**src/rtl/lcd_refresh_pkg.sv**
```systemverilog
package lcd_refresh_pkg;

    typedef enum logic [1:0] {
        ST_SHIFT = 2'd0,
        ST_LATCH = 2'd1,
        ST_GAP   = 2'd2
    } scan_st_e;

    function automatic int w_of(input int n);
        return (n <= 2) ? 1 : $clog2(n);
    endfunction

endpackage

```
**src/rtl/lcd_tick_div.sv**
```systemverilog
module lcd_tick_div #(
    parameter int DIV = 57
) (
    input  logic clk,
    input  logic rst_n,
    output logic tick
);
    generate
        if (DIV <= 1) begin : g_pass
            assign tick = 1'b1;
        end else begin : g_cnt
            localparam int CW = $clog2(DIV);
            logic [CW-1:0] cnt_d, cnt_q;

            always_comb begin
                tick  = (cnt_q == CW'(DIV - 1));
                cnt_d = tick ? '0 : cnt_q + 1'b1;
            end

            always_ff @(posedge clk or negedge rst_n) begin
                if (!rst_n) cnt_q <= '0;
                else        cnt_q <= cnt_d;
            end
        end
    endgenerate
endmodule

```
**src/rtl/lcd_scan_addr.sv**
```systemverilog
module lcd_scan_addr #(
    parameter int SEGS    = 3,
    parameter int NPS     = 20,
    parameter int LINE_W  = 8,
    parameter int SEG_W   = 2,
    parameter int IDX_W   = 5,
    parameter int ADDR_W  = 14
) (
    input  logic [LINE_W-1:0] line,
    input  logic [SEG_W-1:0]  seg,
    input  logic [IDX_W-1:0]  idx,
    output logic [ADDR_W-1:0] addr
);
    localparam int WPL = SEGS * NPS;

    // seg counts fill order; the first-filled segment holds the highest pixels
    always_comb begin
        addr = ADDR_W'(int'(line) * WPL + (SEGS - 1 - int'(seg)) * NPS + int'(idx));
    end
endmodule

```
**src/rtl/lcd_refresh_ctrl.sv**
```systemverilog
module lcd_refresh_ctrl
    import lcd_refresh_pkg::*;
#(
    parameter int H_PIX     = 240,
    parameter int V_LINES   = 240,
    parameter int SEGS      = 3,
    parameter int BUS_W     = 4,
    parameter int CLK_DIV   = 57,
    parameter int GAP_TICKS = 4,
    localparam int SEG_PIX       = H_PIX / SEGS,
    localparam int NPS           = SEG_PIX / BUS_W,
    localparam int NIBS_PER_LINE = NPS * SEGS,
    localparam int WORDS         = V_LINES * NIBS_PER_LINE,
    localparam int ADDR_W        = w_of(WORDS)
) (
    input  logic              clk,
    input  logic              rst_n,
    output logic [ADDR_W-1:0] fb_addr,
    input  logic [BUS_W-1:0]  fb_rdata,
    output logic [BUS_W-1:0]  pnl_data,
    output logic              pnl_dclk,
    output logic              pnl_lclk,
    output logic              pnl_frame,
    output logic              pnl_mod
);
    localparam int  LINE_W  = w_of(V_LINES);
    localparam int  SEG_W   = w_of(SEGS);
    localparam int  IDX_W   = w_of(NPS);
    localparam int  GAP_W   = w_of(GAP_TICKS);
    localparam bit  HAS_GAP = (GAP_TICKS > 0);

    typedef struct packed {
        scan_st_e          st;
        logic [1:0]        sub;
        logic [SEG_W-1:0]  seg;
        logic [IDX_W-1:0]  idx;
        logic [LINE_W-1:0] line;
        logic [GAP_W-1:0]  gap;
        logic              dclk;
        logic              lclk;
        logic              frame;
        logic              mod;
        logic [BUS_W-1:0]  data;
    } seq_t;

    seq_t s_d, s_q;
    logic tick;

    lcd_tick_div #(.DIV(CLK_DIV)) u_div (
        .clk  (clk),
        .rst_n(rst_n),
        .tick (tick)
    );

    lcd_scan_addr #(
        .SEGS  (SEGS),
        .NPS   (NPS),
        .LINE_W(LINE_W),
        .SEG_W (SEG_W),
        .IDX_W (IDX_W),
        .ADDR_W(ADDR_W)
    ) u_addr (
        .line(s_q.line),
        .seg (s_q.seg),
        .idx (s_q.idx),
        .addr(fb_addr)
    );

    logic idx_last, seg_last, line_last, line_first, gap_last;

    always_comb begin
        idx_last   = (s_q.idx  == IDX_W'(NPS - 1));
        seg_last   = (s_q.seg  == SEG_W'(SEGS - 1));
        line_last  = (s_q.line == LINE_W'(V_LINES - 1));
        line_first = (s_q.line == '0);
        gap_last   = (s_q.gap  == GAP_W'(GAP_TICKS - 1));

        s_d = s_q;
        if (tick) begin
            unique case (s_q.st)
                ST_SHIFT: begin
                    if (s_q.sub == 2'd0) begin
                        // rising data clock presents the prefetched word
                        s_d.dclk = 1'b1;
                        s_d.data = fb_rdata;
                        s_d.sub  = 2'd1;
                    end else begin
                        // falling data clock; step to the next word
                        s_d.dclk = 1'b0;
                        s_d.sub  = 2'd0;
                        if (idx_last) begin
                            s_d.idx = '0;
                            if (seg_last) begin
                                s_d.seg = '0;
                                s_d.st  = ST_LATCH;
                            end else begin
                                s_d.seg = s_q.seg + 1'b1;
                            end
                        end else begin
                            s_d.idx = s_q.idx + 1'b1;
                        end
                    end
                end
                ST_LATCH: begin
                    unique case (s_q.sub)
                        2'd0: begin
                            s_d.lclk  = 1'b1;
                            s_d.frame = line_first;
                            s_d.mod   = s_q.mod ^ line_first;
                            s_d.line  = line_last ? '0 : s_q.line + 1'b1;
                            s_d.sub   = 2'd1;
                        end
                        2'd1: s_d.sub = 2'd2;
                        default: begin
                            s_d.lclk  = 1'b0;
                            s_d.frame = 1'b0;
                            s_d.sub   = 2'd0;
                            s_d.gap   = '0;
                            s_d.st    = HAS_GAP ? ST_GAP : ST_SHIFT;
                        end
                    endcase
                end
                ST_GAP: begin
                    if (gap_last) s_d.st  = ST_SHIFT;
                    else          s_d.gap = s_q.gap + 1'b1;
                end
                default: s_d.st = ST_SHIFT;
            endcase
        end
    end

    always_ff @(posedge clk or negedge rst_n) begin
        if (!rst_n) s_q <= '0;
        else        s_q <= s_d;
    end

    assign pnl_data  = s_q.data;
    assign pnl_dclk  = s_q.dclk;
    assign pnl_lclk  = s_q.lclk;
    assign pnl_frame = s_q.frame;
    assign pnl_mod   = s_q.mod;

endmodule

```
**config.mk**
```make
export PLATFORM = sky130hd
export DESIGN_NAME = lcd_refresh_ctrl
export DESIGN_NICKNAME = d
export VERILOG_FILES = /design/src/rtl/lcd_refresh_pkg.sv /design/src/rtl/lcd_tick_div.sv /design/src/rtl/lcd_scan_addr.sv /design/src/rtl/lcd_refresh_ctrl.sv
export SDC_FILE = /design/constraint.sdc
export NUM_CORES = 1
export LEC_CHECK = 0
export ABC_AREA = 0
export BUFFER_PORTS_ARGS = -buffer_cell sky130_fd_sc_hd__buf_2
export CAP_MARGIN = 40
export CORE_MARGIN = 2
export CORE_UTILIZATION = 40
export DETAILED_ROUTE_END_ITERATION = 7
export PLACE_DENSITY = 0.64
export SETUP_SLACK_MARGIN = 0.02
export SLEW_MARGIN = 10
export SYNTH_ARGS = -nofsm -noshare
export SYNTH_HDL_FRONTEND = slang
export SYNTH_SLANG_ARGS = --single-unit
export TNS_END_PERCENT = 5
```
**constraint.sdc**
```tcl
create_clock -name clk -period 6.5 [get_ports clk]
set_input_delay 1.3 -clock clk [delete_from_list [all_inputs] [get_ports clk]]
set_output_delay 1.3 -clock clk [all_outputs]
set_load 0.02 [all_outputs]
```
# After elaboration in Yosys (flattened, before gate mapping)
# Cells that the tools add are included.
# Widths: inputs -> output; s select.
dict set report classes {
  n_addsub 8
  n_mul 2
  div 0
  n_lt_le_gt_ge 0
  eq_ne 14
  n_shift 0
  muxes 18
  bitwise_logic 3
  n_reduce_logical 15
}
# cell n
set op_table {}
lappend op_table {{$mul 32x4->12 const B} 1}
lappend op_table {{$mux 2} 8}
lappend op_table {{$pmux 2 s2} 4}
lappend op_table {{$add 14x14->14} 1}
lappend op_table {{$add 14x6->14} 1}
lappend op_table {{$mul 8x4->12 const B} 1}
lappend op_table {{$ne 2x2->1 const B} 6}
lappend op_table {{$reduce_and 3->1} 4}
lappend op_table {{$add 8x1->8 const B} 1}
lappend op_table {{$eq 8x8->1 const B} 1}
lappend op_table {{$logic_not 8->1} 1}
lappend op_table {{$mux 8} 1}
lappend op_table {{$reduce_and 4->1} 2}
lappend op_table {{$add 6x1->6 const B} 1}
lappend op_table {{$eq 2x2->1 const B} 3}
lappend op_table {{$eq 6x6->1 const B} 1}
lappend op_table {{$mux 6} 1}
lappend op_table {{$pmux 2 s3} 1}
lappend op_table {{$reduce_and 6->1} 1}
lappend op_table {{$add 5x1->5 const B} 1}
lappend op_table {{$eq 5x5->1 const B} 1}
lappend op_table {{$mux 5} 1}
lappend op_table {{$add 2x1->2 const B} 2}
lappend op_table {{$eq 2x1->1 const B} 2}
lappend op_table {{other kinds (8)} 13}
dict set report totals {
  ff_bits 35
  latch_bits 0
  ram_bits 0
  rom_bits 0
  input_bits 6
  output_inout_bits 22
  elab_cells 72
  mem_count 0
}

# Depth between registers and ports, before layout
# Gate-level depths: netlist of the first run.
dict set report logic_depth {
  depth_word 5
  mapped_depth 17
  mapped_depth_nobuf 17
}

# Cells and area by module
# Synthesis of the first run repeated with hierarchy kept, for this count alone.
dict set report unflattened {
  hier_cells 345
  area_unflattened_um2 3206.8
}
# module n_inst cells_per_inst area_each_um2 seq_area_each_um2
set modules_own_cells {}
lappend modules_own_cells {lcd_refresh_ctrl 1 144 1495.2 725.7}
lappend modules_own_cells {lcd_scan_addr 1 172 1427.6 0.0}
lappend modules_own_cells {lcd_tick_div 1 29 284.0 150.1}

# Least setup slack after synthesis of the first run
# Ideal clock, no wire load.
dict set report synth_timing {
  path_type {reg-to-output}
  from {reg s_q[13] (netlist bit)}
  to {out fb_addr[13]}
  arrival_ns 4.081
  t_required_ns 5.200
  slack_ns 1.119
  stages_incl_launch_ff 16
  n_path_buf 0
  cell_sequence {dfrtp_1 inv_1 fa_1 fa_1 inv_1 ha_1 a21o_1 a21oi_1 o21ai_0 o41a_1 xor2_1 ha_1 ha_1 a21o_1 a41oi_1 xnor2_1}
}
dict set report synth_via {
  elab_chain_len 3
}
# element line
set synth_lines {}
lappend synth_lines {{start, declared} lcd_refresh_ctrl.sv:46} ;# seq_t s_d, s_q;
lappend synth_lines {{start signal, assigned} lcd_refresh_ctrl.sv:133} ;# if (!rst_n) s_q <= '0;
lappend synth_lines {{start signal, assigned} lcd_refresh_ctrl.sv:134} ;# else s_q <= s_d;
lappend synth_lines {{$mul 8x4->12} lcd_scan_addr.sv:18} ;# addr = ADDR_W'(int'(line) * WPL + (SEGS - 1 - int'(seg)) * NPS + int'(idx));
lappend synth_lines {{$add 14x14->14} lcd_scan_addr.sv:18}
lappend synth_lines {{$add 14x6->14} lcd_scan_addr.sv:18}
lappend synth_lines {{end, declared} lcd_refresh_ctrl.sv:18} ;# output logic [ADDR_W-1:0] fb_addr,
# Every way passes these cells.

# Final worst setup path of the first run
dict set report layout_timing {
  from {reg s_q[13] (netlist bit)}
  to {out fb_addr[12]}
}
# Same word-level chain as after synthesis.

==> key figures, run 1 <==
Global route
  – First-pass GRT wire length: 9780 um
  – Initial antenna violation count: 0
  – Grt ovf: 0
  – Vias in the first global route: between 2000 and 2500
  – All-Layer GR Usage: 0.138
  – Largest net degree at the start of global routing: 36

Finish
  – Non-Filler Instances: between 400 and 500
  – Area Overhead vs Synth: 10.2%
  – ANT cells: 0
  – Nets: about 430
  – Area of the multi-input gates: approximately 2100 um^2
  – Reg area: 876 um^2
  – Final-layout fill cell count: around 740
  – Layout cells sized above 1: 0.134

Placed design
  – Final RePlAce weighted congestion: ~0.76
  – Dpl ws: between 700 and 800 ps
  – Placed Cells: approximately 450
  – Port Buf Inserts: 27
  – Hpwl dp: between 4000 and 5000 um

CTS
  – Clk slew on worst S/H paths: around 70 ps
  – CTS tree: done
  – H-tree depth reported by CTS: 2
  – Cts bufs inserted: 5
  – Worst-Skew Late Latency: slightly below 300 ps
  – Max Root-Sink Buffers: 2
  – Root buffer cell: clkbuf_8
  – CTS sink cnt: 35
  – Post-CTS Setup Inserts: 0
  – Post-CTS Hold Fix Bufs: 0

Routing
  – Drt wl/cell: about 12 um
  – DR DRC count: 0
  – First-pass iteration count of the detailed router: 4
  – Drt first-iter violations: between 100 and 150
  – DR vias: around 2300
  – Vias per std cell: approximately 4.9
  – Routed Antenna Nets: 0
  – Final WL: 5410 um

Floorplanning
  – Core area: around 7700 um^2
  – Starting Density: 0.414
  – I/O pin count: 28
  – Die width: a little over 90 um
  – Die height: 93.4 um
  – Row count: 32
  – Die area: between 8000 and 9000 um^2

Min path
  – Hold Path Cell Cnt: 1
  – Hold WC Path Type: register to register
  – Worst hold start: pnl_mod$_DFFE_PN0P_
  – Worst Hold End: pnl_mod$_DFFE_PN0P_

STA
  – RSZ-0062 raised after global routing: no
  – Clk_skew: 7.16 ps
  – Setup TNS: 0 ps
  – Worst-Margin Slew: about 770 ps
  – Final hold violation count: 0
  – Slew Limit Headroom: 0.489
  – Tmin final: 6050 ps
  – Period utilization: 0.931
  – Fin worst setup slack: ~450 ps
  – Setup violations, final: 0
  – Fmax: ~170 MHz
  – Count of pins over their slew limit: 0

Setup path
  – Worst R2R Start: u_div.g_cnt.cnt_q[0]$_DFF_PN0_
  – Flop2flop setup slack: 4170 ps
  – WP data required: around 5200 ps
  – RR Endpoint: s_q[22]$_DFFE_PN0P_
  – Worst setup path class: register to output port
  – Worst r2r path cells: 8
  – Endpoint class of the critical path: output port
  – Critical path arrival: approximately 4800 ps
  – Critical path launch point type: register
  – Critical Path Fanout Max: 6

Power
  – Clk pwr share: 0.475
  – Maximum vdd ir drop: around 0.090 mV
  – Psw: between 0.08 and 0.09 mW
  – Leakage Power: approximately 1.9 nW
  – Combinational share of power: 0.013
  – P per Cell Area: 121 nW/um^2
  – Sequential power share: 0.512
  – Design internal power: around 0.34 mW
  – Switching Fraction: 0.194

Synth
  – Synth top area share: 0.274
  – Syn avg cell area: a little under 10 um^2
  – Top cells by area, synth: dfrtp_1 (27%), ha_1 (20%), fa_1 (11%), inv_1 (4.7%), o21ai_0 (4.5%)
  – Post-synth cell types: 43
  – Post-synth EDFFs: 0
  – Seq cells post-synth: 35
  – Synth Flop Type: dfrtp_1
  – Ys async rst share: 1.00
  – Synth cell count leaders: ha_1 (52), inv_1 (40), dfrtp_1 (35)
  – Count leader, synth: ha_1
  – YS warnings: 0
  – Mapped Area: roughly 3200 um^2
  – Post-synthesis sequential area ratio: 0.274
  – Largest area contributor in the netlist: dfrtp_1
  – Syn_nets: between 400 and 500
  – Post-Synthesis Cells: between 300 and 400

Status
  – Status: finished clean

Flow run
  – Max Cap Viol: 0
==> routing by layer <==
layer / vias to the layer above / part of all wire / GRT usage / wire length [um]
li1: 1182 / - / - / -
met1: 1070 / 0.49 / 0.187 / 2670
met2: 22 / 0.47 / 0.228 / 2540
met3: 5 / 0.030 / 0.0322 / 162
met4: 0 / 0.0068 / 0.0257 / 37
met5: - / 0 / 0 / 0
==> layout make-up <==
cell class | instances | area share
tap | 102 | 0.0362
clock inverter | 2 | 0.00994
sequential | 35 | 0.248
timing repair buffer | 27 | 0.0383
multi-input combinational | 249 | 0.601
clock buffer | 6 | 0.0234
inverter | 40 | 0.0426
==> through the flow <==
stage          cell area [um^2]  utilization  power [mW]  hold slack, ps
6_report                   3520        0.456       0.425             461
3_3_place_gp               3410        0.441       0.228             462
2_1_floorplan              3200            -       0.222             465
5_1_grt                    3520        0.456       0.444             483
4_1_cts                    3520        0.456       0.430             471
3_5_place_dp               3410        0.441       0.228             458
==> flip-flops by register name (all words and copies together) (netlist names) <==
register,cells
pnl_dclk,1
pnl_lclk,1
u_div.g_cnt.cnt_q,6
pnl_mod,1
pnl_data,4
pnl_frame,1
s_q,21
==> power by group through the flow <==
stage                     Combinational, mW  Clock (mW)  Sequential [mW]
after floorplan                   0.0000215           0            0.222
after global placement              0.00577           0            0.222
after detailed placement            0.00595           0            0.222
after CTS                           0.00591       0.207            0.218
after global routing                0.00671       0.220            0.218
final                               0.00540       0.202            0.218
==> cell usage in the layout, fill, tap and decap left out, types with 7 or more instances in the layout <==
cell type / count
fa_1: 17
mux2_2: 7
o21ai_0: 29
nand3_1: 14
a21o_1: 8
xor2_1: 8
inv_1: 40
a21oi_1: 14
dfrtp_1: 35
xnor2_1: 14
nand2_1: 18
buf_2: 27
ha_1: 52
nor2_1: 19
==> worst max path at each step <==
stage	endpoint	start	cells after the start	slack [ps]
final	fb_addr[12]	s_q[13]$_DFFE_PN0P_	16	450
after global routing	fb_addr[13]	s_q[12]$_DFFE_PN0P_	17	110
after CTS	fb_addr[12]	s_q[13]$_DFFE_PN0P_	16	350
after detailed placement	fb_addr[12]	s_q[13]$_DFFE_PN0P_	16	710
after global placement	fb_addr[13]	s_q[13]$_DFFE_PN0P_	16	810
after floorplan	fb_addr[13]	s_q[13]$_DFFE_PN0P_	15	1120
==> critical path, stage by stage (launching register included) <==
cell and delay, ps:
dfrtp_1 470, inv_1 210, fa_1 470, fa_1 530, inv_1 50, ha_1 220
a211oi_1 260, o21bai_1 110, a21oi_1 320, xnor2_1 170, ha_1 250, ha_1 240
a2111oi_1 520, o21bai_1 150, a21oi_1 190, xnor2_1 130, buf_2 180
==> cells by family (layout without fill, tap and decap cells) <==
group / Yosys count / count (layout) / synth area share
and+or+nand+nor: 80 / 80 / 0.130
AOI/OAI and AO/OA: 70 / 70 / 0.134
adders and majority gates: 69 / 69 / 0.310
buffers and inverters: 49 / 75 / 0.0645
DFF: 35 / 35 / 0.274
xor gates and xnor gates: 22 / 22 / 0.0602
muxes: 8 / 8 / 0.0278
==> repair_timing <==
action	CTS	global route
endpoints found under the hold margin	0	0
setup endpoints to repair	0	1
gates resized for setup	0	1
No activity file was read; power rests on OpenSTA's default activity.
==> run 2, diff against run 1 <==
Settings changed: PLACE_DENSITY 0.64 to 0.66.
Clock period 6.5 ns to 5.12 ns, I/O delays scaled along.
==> key figures, run 2 (synthesis results as in run 1) <==
STA
  – Final hold violation count: 0 (unchanged)
  – Period utilization: 1.03
  – Min Hold Slack: 462 ps (+1.04 ps)
  – Clk_skew: 3.09 ps (-4.07 ps)
  – Fin worst setup slack: -133 ps (-580 ps)
  – Setup violations, final: 2 (+2)
  – Fmax: 190 MHz
  – Tmin final: about 5300 ps
  – Worst-Margin Slew: 769 ps (+2.11 ps)
  – Slew Limit Headroom: 0.487 (-0.00141)
  – Count of pins over their slew limit: 0 (unchanged)
  – RSZ-0062 raised after global routing: yes

Finish
  – Max reg flops: 21 (unchanged)
  – ANT cells: 0 (unchanged)
  – Layout cells sized above 1: 0.286 (+0.152)
  – Commonest non-fill, non-tap cell in the layout: ha_1
  – Final-layout fill cell count: 680 (-7.5%)
  – Most frequent cells in the layout: ha_1 (40), inv_1 (38), buf_4 (36)
  – Nets: 466 (+7.6%)
  – Area Overhead vs Synth: 25.2%
  – Layout Cell Area excl Fill: 4010 um^2 (+14%)
  – Non-Filler Instances: 494 (+7.2%)
  – Top reg by flops: s_q

Status
  – Failing checks: setup timing
  – Status: finished, violations left

CTS
  – Cts bufs inserted: 5 (unchanged)
  – Clk slew on worst S/H paths: 70 ps (about the same)
  – H-tree depth reported by CTS: 2 (unchanged)
  – CTS sink cnt: 35 (unchanged)
  – Root buffer cell: clkbuf_8
  – CTS tree: done
  – Worst-Skew Late Latency: 280 ps (about the same)
  – Max Root-Sink Buffers: 2 (unchanged)

Setup path
  – Critical path launch point type: register
  – Critical path arrival: 4230 ps (-520 ps)
  – Worst r2r path cells: 8 (unchanged)
  – Endpoint class of the critical path: output port
  – Family with the most delay on the worst path: adder cells
  – WP data required: 4100 ps (-1100 ps)
  – Flop2flop setup slack: 2750 ps (-1420 ps)
  – Critical Path Fanout Max: 3 (-3)
  – Cell count along the critical path: 16 (unchanged)
  – Worst setup path class: register to output port
  – Slowest-stage cell, CP: fa_1
  – RR Endpoint: s_q[22]$_DFFE_PN0P_
  – Most used cell, CP: buf_4
  – Worst R2R Start: u_div.g_cnt.cnt_q[0]$_DFF_PN0_
  – CP Capture Point: fb_addr[12]
  – CP Buf/Inv Count: 3 (unchanged)
  – CP startpoint: s_q[10]$_DFFE_PN0P_
  – Slowest cell delay on critical path: 590 ps (+60 ps)
  – Crit path cell chain: fa_1 -> fa_1 -> buf_4 -> ha_4 -> a21o_1 -> a21oi_2 -> xnor2_1 -> ha_1 -> ha_4 -> o21a_4 -> a2111oi_4 -> buf_4 -> o21bai_1 -> a21oi_2 -> xnor2_1 -> buf_4

Global route
  – GR Layer Usage met2: 0.256 (+0.0276)
  – Met3 Usage GRT: 0.0274 (-0.00483)
  – All-Layer GR Usage: 0.154 (+0.0158)
  – Grt ovf: 0 (unchanged)
  – Initial antenna violation count: 0 (unchanged)
  – GRT Max-Usage Layer: met2
  – First-pass GRT wire length: 11000 um (+12%)
  – Vias in the first global route: 2482 (+11%)
  – Largest net degree at the start of global routing: 36 (unchanged)
  – Met1 Use GR: 0.212 (+0.0253)

Floorplanning
  – Die width: 93.4 um (unchanged)
  – Core area: 7730 um^2 (unchanged)
  – Die area: 8730 um^2 (unchanged)
  – Row count: 32 (unchanged)
  – Starting Density: 0.414 (unchanged)
  – Die height: 93.4 um (unchanged)
  – I/O pin count: 28 (unchanged)

Placed design
  – Hpwl dp: 4700 um (+6.8%)
  – Port Buf Inserts: 27 (unchanged)
  – Placed Cells: 480 (+6.0%)
  – Final RePlAce weighted congestion: 0.782 (+2.9%)
  – Post-Place Cell Area: 3620 um^2 (+6.2%)
  – Dpl ws: -159 ps (-873 ps)

Flow run
  – Max Cap Viol: 0 (unchanged)

Routing
  – Final WL: 6300 um (+16%)
  – Vias per std cell: 5.07 (+2.7%)
  – Drt first-iter violations: 72 (-32%)
  – Routed Antenna Nets: 0 (unchanged)
  – DR DRC count: 0 (unchanged)
  – First-pass iteration count of the detailed router: 4 (unchanged)
  – DR vias: 2507 (+10%)
  – Drt wl/cell: 12.8 um (+8.7%)

Power
  – P per Cell Area: 126 nW/um^2 (+4.3%)
  – Maximum vdd ir drop: 0.103 mV (+16%)
  – Leakage Power: 2.05 nW (+8.8%)
  – Pwr Total: 0.504 mW (+18%)

Min path
  – Hold WC Path Type: register to register
## run 2: changes by cell type in the layout (fill, tap and decap cells not counted), moves of 3 or more
cell,before,now
buf_4,0,36
ha_4,0,11
o21ai_0,29,25
a21oi_1,14,9
ha_1,52,40
xnor2_2,0,4
xnor2_1,14,10
a21oi_2,0,5
buf_2,27,24
## run 2: final cells by class
class                           count  area, um^2  share of cell area
Multi-Input combinational cell    249        2360               0.589
Sequential cell                    35         876               0.219
Timing Repair Buffer               60         390              0.0975
Inverter                           40         150              0.0375
Tap cell                          102         128              0.0319
Clock buffer                        7        96.3              0.0241
Clock inverter                      1        7.51             0.00187
## run 2: worst min-delay path by stage
stage	startpoint	to	slack (ps)	depth (start not counted)
3_3_place_gp	pnl_mod$_DFFE_PN0P_	pnl_mod$_DFFE_PN0P_	470	1
6_report	pnl_mod$_DFFE_PN0P_	pnl_mod$_DFFE_PN0P_	460	1
5_1_grt	pnl_mod$_DFFE_PN0P_	pnl_mod$_DFFE_PN0P_	480	1
3_5_place_dp	pnl_mod$_DFFE_PN0P_	pnl_mod$_DFFE_PN0P_	460	1
4_1_cts	pnl_mod$_DFFE_PN0P_	pnl_mod$_DFFE_PN0P_	470	1
2_1_floorplan	s_q[8]$_DFFE_PN0P_	s_q[8]$_DFFE_PN0P_	460	1
## run 2: through the flow
stage	TNS (ps)	utilization
2_1_floorplan	0	-
3_3_place_gp	-63.4	0.468
3_5_place_dp	-215	0.468
4_1_cts	-368	0.502
5_1_grt	-853	0.518
6_report	-245	0.518
## run 2: metal layers
metal,up-vias,wire length [um]
met5,-,0
met4,0,40
met3,4,170
met2,20,3080
met1,1236,3010
li1,1247,-
## run 2: report_power, final
group          total [mW]  switching, mW  internal (mW)
Combinational     0.00677        0.00543        0.00134
Sequential          0.276              0          0.276
Clock               0.221         0.0985          0.122
Total               0.504          0.104          0.400
## run 2: timing repair
| item | CTS | global route |
|---|---|---|
| setup endpoints to repair | 5 | 5 |
| buffers inserted | 4 | 2 |
| resized for setup | 23 | 18 |
| pin swaps | 23 | 18 |
| hold buffers | 0 | 0 |
